===== config.mk =====
export PLATFORM = sky130hd
export DESIGN_NAME = dmon_thr_monitor
export DESIGN_NICKNAME = d
export VERILOG_FILES = /design/src/rtl/dmon_pkg.sv /design/src/rtl/dmon_ctrl.sv /design/src/rtl/dmon_datapath.sv /design/src/rtl/dmon_thr_monitor.sv
export SDC_FILE = /design/constraint.sdc
export NUM_CORES = 1
export LEC_CHECK = 0
export CORE_ASPECT_RATIO = 1.75
export CORE_MARGIN = 4
export CORE_UTILIZATION = 45
export CTS_BUF_LIST = sky130_fd_sc_hd__clkbuf_4 sky130_fd_sc_hd__clkbuf_8 sky130_fd_sc_hd__clkbuf_16
export DETAILED_ROUTE_END_ITERATION = 6
export SYNTH_ARGS = -nofsm -noshare
export SYNTH_HDL_FRONTEND = slang
export SYNTH_SLANG_ARGS = --single-unit
export TNS_END_PERCENT = 10

===== constraint.sdc =====
create_clock -name clk -period 4.03 [get_ports clk]
set_clock_uncertainty 0.15 [all_clocks]
set_input_delay 1.209 -clock clk [delete_from_list [all_inputs] [get_ports clk]]
set_output_delay 1.209 -clock clk [all_outputs]
set_load 0.05 [all_outputs]

===== src/rtl/dmon_pkg.sv =====
package dmon_pkg;
  localparam int QTY_N     = 5;
  localparam int KIND_N    = 4;
  localparam int VAL_W     = 16;
  localparam int BYTE_W    = 8;
  localparam int ADDR_W    = 8;
  localparam int THR_N     = QTY_N * KIND_N;
  localparam int SLOT_W    = $clog2(THR_N);
  localparam int MAP_BYTES = THR_N * 2;
  localparam int MEAS_W    = QTY_N * VAL_W;

  typedef struct packed {
    logic              sample;
    logic              commit;
    logic [SLOT_W-1:0] slot;
    logic [VAL_W-1:0]  value;
  } thr_strobe_t;
endpackage


===== src/rtl/dmon_ctrl.sv =====
module dmon_ctrl
  import dmon_pkg::*;
#(
  parameter int AW = ADDR_W,
  parameter int BW = BYTE_W
) (
  input  logic          clk,
  input  logic          rstN,
  input  logic          cfgWrEn,
  input  logic [AW-1:0] cfgAddr,
  input  logic [BW-1:0] cfgData,
  input  logic          measValid,
  output thr_strobe_t   strobe
);
  logic              pendValid;
  logic [SLOT_W-1:0] pendSlot;
  logic [BW-1:0]     pendByte;
  logic              inRange;
  logic              isLsb;
  logic [SLOT_W-1:0] wrSlot;

  assign inRange = cfgAddr < AW'(MAP_BYTES);
  assign isLsb   = cfgAddr[0];
  assign wrSlot  = cfgAddr[SLOT_W:1];

  // Upper byte parks here until its partner lower byte arrives
  always_ff @(posedge clk or negedge rstN) begin
    if (!rstN) begin
      pendValid <= 1'b0;
      pendSlot  <= '0;
      pendByte  <= '0;
    end else if (cfgWrEn && inRange) begin
      if (!isLsb) begin
        pendValid <= 1'b1;
        pendSlot  <= wrSlot;
        pendByte  <= cfgData;
      end else begin
        pendValid <= 1'b0;
      end
    end
  end

  always_comb begin
    strobe.sample = measValid;
    strobe.commit = cfgWrEn && inRange && isLsb && pendValid && (pendSlot == wrSlot);
    strobe.slot   = wrSlot;
    strobe.value  = {pendByte, cfgData};
  end

  // a commit consumes the pending byte
  p_commit_clears_r3: assert property (@(posedge clk) disable iff (!rstN)
    strobe.commit |=> !pendValid);

  // out-of-range writes leave the pending state alone
  p_oob_keeps_pend_r4: assert property (@(posedge clk) disable iff (!rstN)
    (cfgWrEn && !inRange) |=> ($stable(pendValid) && $stable(pendByte) && $stable(pendSlot)));
endmodule


===== src/rtl/dmon_datapath.sv =====
module dmon_datapath
  import dmon_pkg::*;
#(
  parameter int             NQ          = QTY_N,
  parameter int             VW          = VAL_W,
  parameter logic [NQ-1:0]  SIGNED_MASK = NQ'(1)
) (
  input  logic              clk,
  input  logic              rstN,
  input  thr_strobe_t       strobe,
  input  logic [NQ*VW-1:0]  measData,
  output logic [NQ*KIND_N-1:0] flags,
  output logic              anyAlarm
);
  localparam int NT = NQ * KIND_N;

  logic [NT-1:0][VW-1:0] thrQ;
  logic [NT-1:0]         flagQ;
  logic [NT-1:0]         flagNext;
  logic [NT-1:0]         alarmMask;

  always_ff @(posedge clk or negedge rstN) begin
    if (!rstN) begin
      thrQ <= '0;
    end else if (strobe.commit) begin
      thrQ[strobe.slot] <= strobe.value;
    end
  end

  for (genvar q = 0; q < NQ; q++) begin : g_qty
    logic [VW-1:0] reading;
    assign reading = measData[q*VW +: VW];
    for (genvar k = 0; k < KIND_N; k++) begin : g_kind
      logic [VW-1:0] lim;
      logic          above;
      logic          below;
      assign lim = thrQ[q*KIND_N + k];
      if (SIGNED_MASK[q]) begin : g_sgn
        assign above = $signed(reading) > $signed(lim);
        assign below = $signed(reading) < $signed(lim);
      end else begin : g_uns
        assign above = reading > lim;
        assign below = reading < lim;
      end
      // even kinds are high limits, odd kinds low limits
      if ((k % 2) == 0) begin : g_hi
        assign flagNext[q*KIND_N + k] = above;
      end else begin : g_lo
        assign flagNext[q*KIND_N + k] = below;
      end
      assign alarmMask[q*KIND_N + k] = (k < 2);
    end
  end

  always_ff @(posedge clk or negedge rstN) begin
    if (!rstN) begin
      flagQ <= '0;
    end else if (strobe.sample) begin
      flagQ <= flagNext;
    end
  end

  assign flags    = flagQ;
  assign anyAlarm = |(flagQ & alarmMask);

  // limits move only on a commit strobe from the control
  p_thr_only_on_commit_r3: assert property (@(posedge clk) disable iff (!rstN)
    !strobe.commit |=> $stable(thrQ));

  // flags hold between samples
  p_flags_hold_r5: assert property (@(posedge clk) disable iff (!rstN)
    !strobe.sample |=> $stable(flagQ));
endmodule


===== src/rtl/dmon_thr_monitor.sv =====
module dmon_thr_monitor
  import dmon_pkg::*;
(
  input  logic              clk,
  input  logic              rstN,
  input  logic              cfgWrEn,
  input  logic [ADDR_W-1:0] cfgAddr,
  input  logic [BYTE_W-1:0] cfgData,
  input  logic              measValid,
  input  logic [MEAS_W-1:0] measData,
  output logic [THR_N-1:0]  flags,
  output logic              anyAlarm
);
  thr_strobe_t strobe;

  dmon_ctrl #(.AW(ADDR_W), .BW(BYTE_W)) u_ctrl (
    .clk       (clk),
    .rstN      (rstN),
    .cfgWrEn   (cfgWrEn),
    .cfgAddr   (cfgAddr),
    .cfgData   (cfgData),
    .measValid (measValid),
    .strobe    (strobe)
  );

  dmon_datapath #(.NQ(QTY_N), .VW(VAL_W), .SIGNED_MASK(QTY_N'(1))) u_dp (
    .clk      (clk),
    .rstN     (rstN),
    .strobe   (strobe),
    .measData (measData),
    .flags    (flags),
    .anyAlarm (anyAlarm)
  );

  // the summary alarm can only rise right after a sample
  p_alarm_after_sample_r9: assert property (@(posedge clk) disable iff (!rstN)
    $rose(anyAlarm) |-> $past(measValid));
endmodule


==> out/metrics.yaml <==
critPathKind: "reg2out"
drc_errors: 0
start_util_pct: 45.5
outcome: "finished clean"
pwr_density_cell_nw_per_um2: 341
placed_area_um2: 23500
hpwl_um: 42300
fin_ws_ns: 0.356
htreeDepth: 2
arrival_ns: 2.31
grt_use_total_pct: 22.9
finalHoldViolCount: 0
vias: 14801
place_congestion: 0.865
synthDistinctLibCells: 50
antenna_cells: 0
totalWireLength_um: 57600
yosys-top-cells-count: "dfrtp_1, inv_1, ha_1, mux2_2, a21oi_1"
design.core.area_um2: 46800
die_h_um: 296
antenna_found_initial: 0
post-cts-setup-buffer-count: 0
synth-seq-cells: 354
fp-row-count: 105
yosysMostFrequentCell: "dfrtp_1"
pre_cts_ws_ns: -0.141
critical_path.max_fanout: 3
area_delta_synth_final_pct: 16.6
finalSetupViolations: 0
max_slew_margin_pct: 26.1
vdd_drop_max_uv: 329
grt_pass1_vias: 15711
final_nets: 2485
clk_pin_slew_ns: 0.06
drive_gt1_share_pct: 22.2
num_io_pins: 121
ys.flop_type: "dfrtp_1"
grt_max_degree: 99
yosys_warnings: 0
grt_pass1_wl_um: 89200
synth_edf_count: 0
tightest_slew_ns: 1.11
power_leakage_nw: 11.7
first_pass_iters: 4
setup_tns_ns: 0
die_w_um: 172
port_buffers: 120
cts_tree: "built"
clkLatencyLatePin_ns: 0.53
syn-instance-count: 1927
clock_path_buffers: 3
ys_seq_area_share_pct: 41.6
drtAntennaViolNets: 0
fin_crit_sh_pct: 91.2
nFillCells: 4172
synthTopCellsByArea: "dfrtp_1, ha_1, mux2_2"
yosysTopAreaCellShare_pct: 41.6
numClockSinks: 354
syn-cell-area_um2: 21300
max_freq_mhz: 272
die_area_um2: 50900
wl_per_cell_um: 21.4
async_flop_share_pct: 100
cts.repair.resized: 0
vias_per_cell: 5.50
fin_util_pct: 53.0
rsz0062_at_grt: "no"
fin_area_um2: 24800
fin_crit_ns: 3.67
start_kind: "register"
syn_avg_cell_area_um2: 11.0
post-synth-top-area-cell: "dfrtp_1"
total_power_mw: 8.46
syn_nets: 2337
numCtsBuffers: 37
cts_hold_buf: 0
hold_path_class: "reg2reg"
drt_iter0_markers: 597
r2r_setup_slack_ns: 1.21
grt_overflow: 0
drv_cap: 0
cp-end-kind: "output pin"
cts_root_buffer: "clkbuf_16"
required_ns: 2.67
finalMaxSlewViolations: 0
## routing by layer
layer / up-vias / wire (um) / global-route usage (%)
met3: 105 / 1510 / 2.37
li1: 6982 / - / -
met1: 7474 / 22100 / 25.7
met5: - / 0 / 0
met4: 0 / 2400 / 8.50
met2: 240 / 31500 / 43.9
## cell type report
cell class                 instances  area [um2]  area share (%)
clock buffer                      53        1130            4.56
clock inverter                    14         154           0.621
inverter                         312        1170            4.72
multi-input combinational       1189       10900            43.9
sequential                       354        8860            35.7
tap                              588         736            2.97
timing repair buffer             181        1870            7.53
## report_power, final
group	total, mW	switching [mW]	internal (mW)
registers	3.76	0.156	3.61
clock network	3.62	1.46	2.15
logic	1.08	0.664	0.417
## kinds of logic (layout without fill, tap and decap cells)
group / count (synthesis) / after routing / synth area share [%]
adder cells (fa/ha/maj): 310 / 310 / 18.2
AND/OR/NAND/NOR: 270 / 270 / 7.16
AO/OA/AOI/OAI: 285 / 285 / 8.51
flip-flops: 354 / 354 / 41.6
multiplexers: 318 / 318 / 17.0
buffers and inverters: 384 / 560 / 7.22
XOR/XNOR: 6 / 6 / 0.247
## critical path, cell delays in order, from the launching register on
cell and delay [ns]:
dfrtp_1 0.49, nor4_1 0.43, nand3_1 0.14, clkdlybuf4s50_1 0.72
## registers in the layout, summed over array words and instances, names as in the netlist
signal                 count
u_ctrl.pendSlot            5
u_dp.g_qty.g_kind.lim    320
u_dp.flags                20
u_ctrl.pendByte            8
u_ctrl.pendValid           1
## per-stage QoR
step | instances | hold WS [ns]
floorplan | 1927 | 0.299
global placement | 2624 | 0.318
detailed placement | 2624 | 0.323
CTS | 2691 | 0.336
global route | 2691 | 0.354
finish | 2691 | 0.340
## path summary, 6_finish.rpt
kind	from	to	cells past startpoint
max in group asynchronous	rstN	u_dp.g_qty[1].g_kind[2].lim[15]	2
setup / recovery	u_dp.flags[9]	anyAlarm	3
hold / removal	u_ctrl.pendValid	u_ctrl.pendValid	1
hold reg to reg	u_ctrl.pendValid	u_ctrl.pendValid	1
setup reg to reg	u_ctrl.pendSlot[0]	u_dp.g_qty[0].g_kind[1].lim[9]	6
min in group asynchronous	rstN	u_dp.g_qty[3].g_kind[0].lim[9]	1
## cell usage in the layout (no fill, tap or decap), types with 17 or more instances in the layout
master           Yosys  layout
buf_4                1      44
nand2_1             43      43
nor2_1              34      34
nand2b_1            26      26
nand4_1             34      34
mux2_2             310     310
inv_1              312     312
a21o_1              63      63
dfrtp_1            354     354
a21oi_1             77      77
and3_1              22      22
nand3_1             25      25
nor2b_1             29      29
o21ai_0             71      71
clkdlybuf4s50_1      0     117
clkbuf_16            0      39
ha_1               310     310
buf_12               0      17
Note: power is estimated with default switching activity, not from simulation.
